`config.mk`:
```
export PLATFORM = sky130hd
export DESIGN_NAME = ram_grid16x8
export DESIGN_NICKNAME = d
export VERILOG_FILES = /design/src/rtl/ramgrid_pkg.sv /design/src/rtl/rg_decoder.sv /design/src/rtl/rg_bitcell.sv /design/src/rtl/rg_array.sv /design/src/rtl/ram_grid16x8.sv
export SDC_FILE = /design/constraint.sdc
export NUM_CORES = 1
export LEC_CHECK = 0
export BUFFER_PORTS_ARGS = -buffer_cell sky130_fd_sc_hd__buf_2
export CAP_MARGIN = 20
export CORE_MARGIN = 2
export CORE_UTILIZATION = 61
export CTS_CLUSTER_DIAMETER = 120
export CTS_CLUSTER_SIZE = 28
export DETAILED_ROUTE_END_ITERATION = 12
export GPL_TIMING_DRIVEN = 0
export HOLD_SLACK_MARGIN = 0.02
export PLACE_DENSITY_LB_ADDON = 0.25
export SLEW_MARGIN = 5
export SYNTH_ARGS = -nofsm -noshare
export SYNTH_HDL_FRONTEND = slang
export SYNTH_SLANG_ARGS = --single-unit
```
`constraint.sdc`:
```
create_clock -name clk -period 1.8 [get_ports clk]
set_input_delay 0.18 -clock clk [delete_from_list [all_inputs] [get_ports clk]]
set_output_delay 0.18 -clock clk [all_outputs]
set_load 0.03 [all_outputs]
```
`src/rtl/ramgrid_pkg.sv`:
```
package ramgrid_pkg;

    localparam int DEF_ROW_BITS = 2;
    localparam int DEF_COL_BITS = 2;
    localparam int DEF_DATA_W   = 8;

    // enable pair carried from the top into the cell grid
    typedef struct packed {
        logic wr;
        logic rd;
    } port_ctl_t;

    function automatic port_ctl_t make_ctl(input logic wr, input logic rd);
        port_ctl_t c;
        c.wr = wr;
        c.rd = rd;
        return c;
    endfunction

endpackage

```
`src/rtl/rg_decoder.sv`:
```
module rg_decoder #(
    parameter int SEL_BITS = 2,
    localparam int LINES   = 1 << SEL_BITS
) (
    input  logic [SEL_BITS-1:0] sel,
    output logic [LINES-1:0]    line
);

    always_comb begin
        line = '0;
        for (int i = 0; i < LINES; i++) begin
            if (sel == SEL_BITS'(i)) line[i] = 1'b1;
        end
    end

endmodule

```
`src/rtl/rg_bitcell.sv`:
```
module rg_bitcell (
    input  logic clk,
    input  logic rst,
    input  logic row,
    input  logic col,
    input  ramgrid_pkg::port_ctl_t ctl,
    input  logic d,
    output logic q
);

    logic stored;
    logic hit;

    assign hit = row & col;

    always_ff @(posedge clk) begin
        if (rst)
            stored <= 1'b0;
        else if (hit && ctl.wr)
            stored <= d;
    end

    assign q = hit & ctl.rd & stored;

    // an unselected or non-writing cell holds its bit
    a_r5_cell_hold: assert property (@(posedge clk) disable iff (rst)
        !(row && col && ctl.wr) |=> $stable(stored));

endmodule

```
`src/rtl/rg_array.sv`:
```
module rg_array #(
    parameter int ROW_BITS = ramgrid_pkg::DEF_ROW_BITS,
    parameter int COL_BITS = ramgrid_pkg::DEF_COL_BITS,
    parameter int DATA_W   = ramgrid_pkg::DEF_DATA_W,
    localparam int ROWS    = 1 << ROW_BITS,
    localparam int COLS    = 1 << COL_BITS
) (
    input  logic                   clk,
    input  logic                   rst,
    input  logic [ROWS-1:0]        row_line,
    input  logic [COLS-1:0]        col_line,
    input  ramgrid_pkg::port_ctl_t ctl,
    input  logic [DATA_W-1:0]      wdata,
    output logic [DATA_W-1:0]      rbus
);

    localparam int WORDS = ROWS * COLS;

    logic [DATA_W-1:0] word_q [WORDS];

    for (genvar r = 0; r < ROWS; r++) begin : g_row
        for (genvar c = 0; c < COLS; c++) begin : g_col
            for (genvar b = 0; b < DATA_W; b++) begin : g_bit
                rg_bitcell u_cell (
                    .clk (clk),
                    .rst (rst),
                    .row (row_line[r]),
                    .col (col_line[c]),
                    .ctl (ctl),
                    .d   (wdata[b]),
                    .q   (word_q[r*COLS + c][b])
                );
            end
        end
    end

    // wired-OR read bus: at most one word is selected
    always_comb begin
        rbus = '0;
        for (int w = 0; w < WORDS; w++) rbus |= word_q[w];
    end

endmodule

```
`src/rtl/ram_grid16x8.sv`:
```
module ram_grid16x8 #(
    parameter int ROW_BITS = ramgrid_pkg::DEF_ROW_BITS,
    parameter int COL_BITS = ramgrid_pkg::DEF_COL_BITS,
    parameter int DATA_W   = ramgrid_pkg::DEF_DATA_W,
    localparam int ADDR_W  = ROW_BITS + COL_BITS
) (
    input  logic              clk,
    input  logic              rst,
    input  logic [ADDR_W-1:0] addr,
    input  logic [DATA_W-1:0] wdata,
    input  logic              wr_en,
    input  logic              rd_en,
    output logic [DATA_W-1:0] rdata
);

    localparam int ROWS = 1 << ROW_BITS;
    localparam int COLS = 1 << COL_BITS;

    logic [ROWS-1:0] row_line;
    logic [COLS-1:0] col_line;
    ramgrid_pkg::port_ctl_t ctl;

    assign ctl = ramgrid_pkg::make_ctl(wr_en, rd_en);

    rg_decoder #(.SEL_BITS(ROW_BITS)) u_row_dec (
        .sel  (addr[ADDR_W-1:COL_BITS]),
        .line (row_line)
    );

    rg_decoder #(.SEL_BITS(COL_BITS)) u_col_dec (
        .sel  (addr[COL_BITS-1:0]),
        .line (col_line)
    );

    rg_array #(
        .ROW_BITS (ROW_BITS),
        .COL_BITS (COL_BITS),
        .DATA_W   (DATA_W)
    ) u_array (
        .clk      (clk),
        .rst      (rst),
        .row_line (row_line),
        .col_line (col_line),
        .ctl      (ctl),
        .wdata    (wdata),
        .rbus     (rdata)
    );

    a_r2_idle_zero: assert property (@(posedge clk) disable iff (rst)
        !rd_en |-> rdata == '0);

    a_r4_write_visible: assert property (@(posedge clk) disable iff (rst)
        ($past(wr_en) && !$past(rst) && rd_en && addr == $past(addr))
        |-> rdata == $past(wdata));

    a_r7_reset_empty: assert property (@(posedge clk) disable iff (rst)
        ($past(rst) && rd_en) |-> rdata == '0);

endmodule

```
==> metrics.txt, run 1 <==
status finished with violations; failing checks negative setup slack; ANT cells 0; initial antenna violation count 0; Syn Inst Count 669; arrival time worst endpoint around 2.0 ns; chip height 102 um; Final min period ~2.2 ns; largest registers u_array.g_row.g_col.g_bit.u_cell.stored x128; Die W 102 um; placed inst area about 6000 um2; sequential area share after synthesis 0.433; DPL Wire Length 12.8 mm; Post-synth EDFFs 0; Total GRT Usage 0.388; synth-to-layout area growth 20.9%; Worst Skew 0 ns; clock power share 0.506; Root Buffer clkbuf_8; period utilization 1.20; Logic pwr share 0.077; cell taking the most area after synthesis dfxtp_1; TritonCTS clock tree yes; worst rel slew slack 0.438; Clock Latency Late Sink around 0.55 ns; GP Congestion roughly 0.95; worst hold slack between 0.15 and 0.2 ns; DR iter-0 viols a little under 700; register-to-register setup slack 0.96 ns; Static Leak 2.82 nW; Filler cells 650; crit path kind flip-flop to primary output; Max-Cap Viols 0; endpoints failing setup 8; detailed-route DRC error count 0; Pre-antenna DRT Iters 7; Max Slew Vio Count 0; design area 7150 um2; total power 6.94 mW; net count after synthesis ~700; count of state elements after synthesis between 100 and 150; placed cell count 817; vias in the first global route ~5600; Int Power roughly 5.2 mW; Pwr Density 971 nW/um2; final hold violations 0; vias post-DR 5634; Netlist Area Pre-Place 5910 um2; Reg2Reg Depth 3; Starting Density 0.634; Final Non-Filler Cells around 860; Most flops, register u_array.g_row.g_col.g_bit.u_cell.stored; RSZ-0062 raised after global routing yes; Setup crit end kind primary output; Post-synth top flop dfxtp_1; Via density 6.54; H-tree levels 4; Final ANT Viol Nets 0; synth warn 0; Psw 1.73 mW; share of layout cells above drive strength 1 0.173; CP Launch Type flip-flop; HP Class primary input to flip-flop; maximum clock rate 463 MHz; Worst Setup EP rdata[7]; core footprint ~9300 um2; DRT Wirelength 19.7 mm; Final WS setup -0.360 ns; fin nets 737; I/O pins 24; Setup TNS -1.56 ns; pin count of the biggest net entering global routing 17; Clock Sinks 128; pre-CTS WS -0.355 ns; final core occ 0.767; Max Fanout on Critical Path 2; Site Rows 35; sw frac 0.249; register clock-pin slew on the reported worst setup and hold paths 0.06 ns; ys async rst share 0; Max clock buf depth 2; total die area about 10000 um2; top cell type's share of synthesized area 0.433; CTS Buf Count 17; number of I/O port buffers 19; WP data required 1.62 ns; first-pass GRT wire length 29.7 mm; wire per inst around 23 um; Seq pwr share 0.416; worst slew pin tran about 0.84 ns; Avg Cell Area, Syn 8.84 um2; max reg flops 128; synth unique cells slightly above 40; Max VDD drop 0.744 mV; synth top area cells dfxtp_1 (43%), mux2i_1 (19%), nor2_1 (6.3%), a21oi_1 (4.8%), o21ai_0 (4.1%); GRT Residual Overflow 0
## cells in the mapped netlist, types with 4 or more instances
cell,instances
a2111oi_0,6
mux2i_1,115
nor2_1,99
a221oi_1,6
nand3_1,21
a211oi_1,5
nand2_1,59
clkbuf_1,30
nand4_1,4
nor2_2,4
o22ai_1,5
buf_4,5
dfxtp_1,128
a21oi_1,57
o21ai_0,49
nand3b_1,19
buf_2,17
## worst min-delay path by stage
stage          startpoint         to  slack (ns)  depth (start not counted)
2_1_floorplan    wdata[3]  flip-flop        0.32                          2
5_1_grt               rst  flip-flop        0.15                          2
6_report              rst  flip-flop        0.16                          2
3_5_place_dp    flip-flop  flip-flop        0.45                          2
3_3_place_gp    flip-flop  flip-flop        0.44                          2
4_1_cts               rst  flip-flop        0.14                          2
## worst max-delay path: stages (launching register included)
cell and delay [ns]:
dfxtp_1 0.31, mux4_2 0.46, nor3b_4 0.17, a211oi_2 0.16, nand4_1 0.15, buf_6 0.17
## layout make-up
type,instances,area (um2),share of cell area
timing repair buffer,33,295,0.0413
clock inverter,12,158,0.0220
sequential,128,2570,0.360
buffer,56,300,0.0420
clock buffer,19,442,0.0618
multi-input combinational,483,3220,0.450
tap,129,161,0.0226
inverter,2,7.51,0.00105
## power groups by stage
stage / sequential (mW) / clock [mW] / combinational, mW
2_1_floorplan: 2.94 / 0 / 0.299
3_3_place_gp: 2.95 / 0 / 0.457
3_5_place_dp: 2.95 / 0 / 0.463
4_1_cts: 2.89 / 3.48 / 0.507
5_1_grt: 2.89 / 3.62 / 0.557
6_report: 2.89 / 3.52 / 0.537
## layer usage
layer  track usage  vias to the layer above  wire [um]
li1              -                     2463          -
met1         0.450                     2678       7190
met2         0.613                      406       9180
met3         0.131                       87       2220
met4         0.247                        0       1060
met5             0                        -          0
## cell usage in the layout, fill, tap and decap left out, types with 4 or more instances in the layout
master,instances
mux2i_1,111
o21ai_0,49
a21oi_1,56
clkbuf_16,16
buf_6,13
nor2_2,5
clkbuf_1,29
dlygate4sd3_1,8
dfxtp_1,120
a221oi_1,5
nor3_4,4
a2111oi_2,5
nor2_1,98
buf_4,9
nand4_1,4
nand3_1,21
nand2_1,59
nand3b_1,19
dfxtp_2,8
buf_2,25
## logic make-up after synthesis
group | after synthesis | synth area share
multiplexers | 116 | 0.198
AO/OA/AOI/OAI | 130 | 0.122
AND/OR/NAND/NOR | 237 | 0.199
buffers and inverters | 58 | 0.0474
flip-flops | 128 | 0.433
## repair_timing
item / 4_1_cts / 5_1_grt
hold buffers: 8 / 0
cloned: 0 / 0
setup endpoints to repair: 8 / 8
pin swaps: 19 / 10
setup buffers: 4 / 2
resized for setup: 56 / 9
endpoints found under the hold margin: 32 / 0
Power figures use the tool's default switching activity.
==> run 2: changes to the inputs <==
--- a/config.mk
+++ b/config.mk
@@ -8,7 +8,7 @@
 export BUFFER_PORTS_ARGS = -buffer_cell sky130_fd_sc_hd__buf_2
 export CAP_MARGIN = 20
 export CORE_MARGIN = 2
-export CORE_UTILIZATION = 61
+export CORE_UTILIZATION = 50
 export CTS_CLUSTER_DIAMETER = 120
 export CTS_CLUSTER_SIZE = 28
 export DETAILED_ROUTE_END_ITERATION = 12
==> run 2 against run 1 <==
Effect of this change:
- total power shrank 1.3%
- hold slack lost 0.070 ns
- wire length rose by 2.0%
- setup slack gained 0.022 ns
- final cell count grew 1.5%
- the flow still finishes with violations (negative setup slack)
- clock skew is the same
- critical path depth unchanged
- cell area increased by 2.7%
==> metrics.txt, run 2 (synthesized netlist as in run 1, its figures left out) <==
Most flops, register u_array.g_row.g_col.g_bit.u_cell.stored; Filler cells 954 (+47%); TritonCTS clock tree yes; core footprint 11500 um2 (+23%); most frequent cells in the layout dfxtp_1 (122), mux2i_1 (106), nor2_1 (94); CP Launch Type flip-flop; failing checks negative setup slack; Psw 1.61 mW (-6.8%); I/O pins 24 (unchanged); Pwr Density 933 nW/um2 (-3.9%); Final WS setup -0.338 ns (+0.0218 ns); Final Non-Filler Cells 875 (+1.5%); GP Congestion 0.961 (+0.82%); DRT Wirelength 20.1 mm (+2.0%); WP data required 1.62 ns (about the same); commonest non-fill, non-tap cell in the layout dfxtp_1; worst rel slew slack 0.436 (-0.00192); Max clock buf depth 2 (unchanged); maximum clock rate 468 MHz (+1.0%); Worst path top cell family by delay multiplexers; detailed-route DRC error count 0 (unchanged); HP Class primary input to flip-flop; final hold violations 0 (unchanged); crit-path cells mux4_2 > nor3b_4 > a211oi_2 > nand4_1 > buf_6; placed cell count 831 (+1.7%); endpoints failing setup 8 (unchanged); number of I/O port buffers 19 (unchanged); sw frac 0.235 (-0.0138); register clock-pin slew on the reported worst setup and hold paths 0.05 ns (about the same); DR iter-0 viols 605 (-13%); Int Power 5.24 mW (+0.49%); wire per inst 22.9 um (+0.53%); Clock Sinks 128 (unchanged); max reg flops 128 (unchanged); Setup crit end kind primary output; initial antenna violation count 0 (unchanged); pin count of the biggest net entering global routing 17 (unchanged); Final ANT Viol Nets 0 (unchanged); H-tree levels 4 (unchanged); clock power share 0.492 (-0.014); chip height 113 um (+10%); crit path max-delay cell type mux4_2; Max Fanout on Critical Path 2 (unchanged); Root Buffer clkbuf_16; worst slew pin tran 0.846 ns (+0.00288 ns); Max VDD drop 1.41 mV (+89%); Via density 6.32 (-3.3%); RSZ-0062 raised after global routing yes; fin nets 738 (+0.14%); slowest stage delay, CP 0.50 ns (+0.04 ns); Site Rows 39 (+11%); vias post-DR 5533 (-1.8%); vias in the first global route 5339 (-4.0%); Die W 113 um (+10%); Max Slew Vio Count 0 (unchanged); GRT Residual Overflow 0 (unchanged); Max-Cap Viols 0 (unchanged); first-pass GRT wire length 30.7 mm (+3.3%); Total GRT Usage 0.324 (-0.0640); arrival time worst endpoint 1.96 ns (-0.02 ns); Logic pwr share 0.085 (+0.008); total power 6.85 mW (-1.3%); Seq pwr share 0.423 (+0.007); synth-to-layout area growth 24.2%; largest registers u_array.g_row.g_col.g_bit.u_cell.stored x128; share of layout cells above drive strength 1 0.199 (+0.0262); ANT cells 0 (unchanged); Starting Density 0.516 (-0.118); period utilization 1.19 (-0.0121); FF+latch area 2570 um2 (about the same); total die area 12700 um2 (+21%); Pre-antenna DRT Iters 6 (-1); Clock Latency Late Sink 0.42 ns (-0.13 ns); status finished with violations; worst path bufs/invs 1 (unchanged); area of the multi-input gates 3350 um2 (+4.2%); CTS Buf Count 17 (unchanged); Static Leak 2.87 nW (+1.6%); crit path kind flip-flop to primary output; Final min period 2.14 ns (-0.0218 ns); CTS Hold Bufs 0 (-8); DPL Wire Length 13.6 mm (+6.2%); Worst Skew 0 ns (unchanged)
-- run 2: metal layers --
layer  vias to the layer above  GRT usage  routed length, um
met5                         -          0                  0
met4                         0      0.176                964
met3                        71     0.0884               1890
met2                       300      0.505               9210
met1                      2699      0.409               7990
li1                       2463          -                  -
-- run 2: repair_timing --
action	in CTS	in global routing
hold endpoints to repair	0	0
setup buffers	9	7
setup endpoints to repair	8	8
resized for setup	69	39
pin swaps	13	10
-- run 2: final timing paths --
kind                   from        end  slack, ns  cells after the start
setup / recovery  flip-flop   rdata[7]      -0.34                      5
hold / removal     wdata[5]  flip-flop       0.09                      3
setup reg to reg  flip-flop  flip-flop       1.07                      2
hold reg to reg   flip-flop  flip-flop       0.47                      2
-- run 2: through the flow --
step                      utilization  instance area [um2]  hold WS (ns)  setup TNS, ns  worst slack [ns]
after floorplan                     -                 5910         0.324              0             0.121
after global placement          0.540                 6190         0.446          -3.12            -0.527
after detailed placement        0.540                 6190         0.448          -3.22            -0.506
after CTS                       0.623                 7140        0.0773          -1.10            -0.380
after global routing            0.640                 7340         0.101          -1.44            -0.362
final                           0.640                 7340        0.0864          -1.04            -0.338
-- run 2: final cells by class --
| cell class | count | area share |
|---|---|---|
| multi-input cells | 483 | 0.456 |
| flip-flops and latches | 128 | 0.350 |
| clock buffers | 22 | 0.0619 |
| plain buffers | 55 | 0.0487 |
| repair buffers | 35 | 0.0423 |
| well taps | 143 | 0.0244 |
| clock inverters | 7 | 0.0153 |
| inverters | 2 | 0.00102 |
-- run 2: worst reg2reg max path: stages (launching register included) --
cell and delay [ns]:
dfxtp_1 0.32, mux2i_1 0.20, nor2_1 0.06
-- run 2: power groups by stage --
stage	combinational, mW	sequential (mW)	clock [mW]
5_1_grt	0.607	2.90	3.53
4_1_cts	0.532	2.89	3.39
2_1_floorplan	0.299	2.94	0
3_5_place_dp	0.474	2.95	0
6_report	0.584	2.90	3.37
3_3_place_gp	0.471	2.95	0
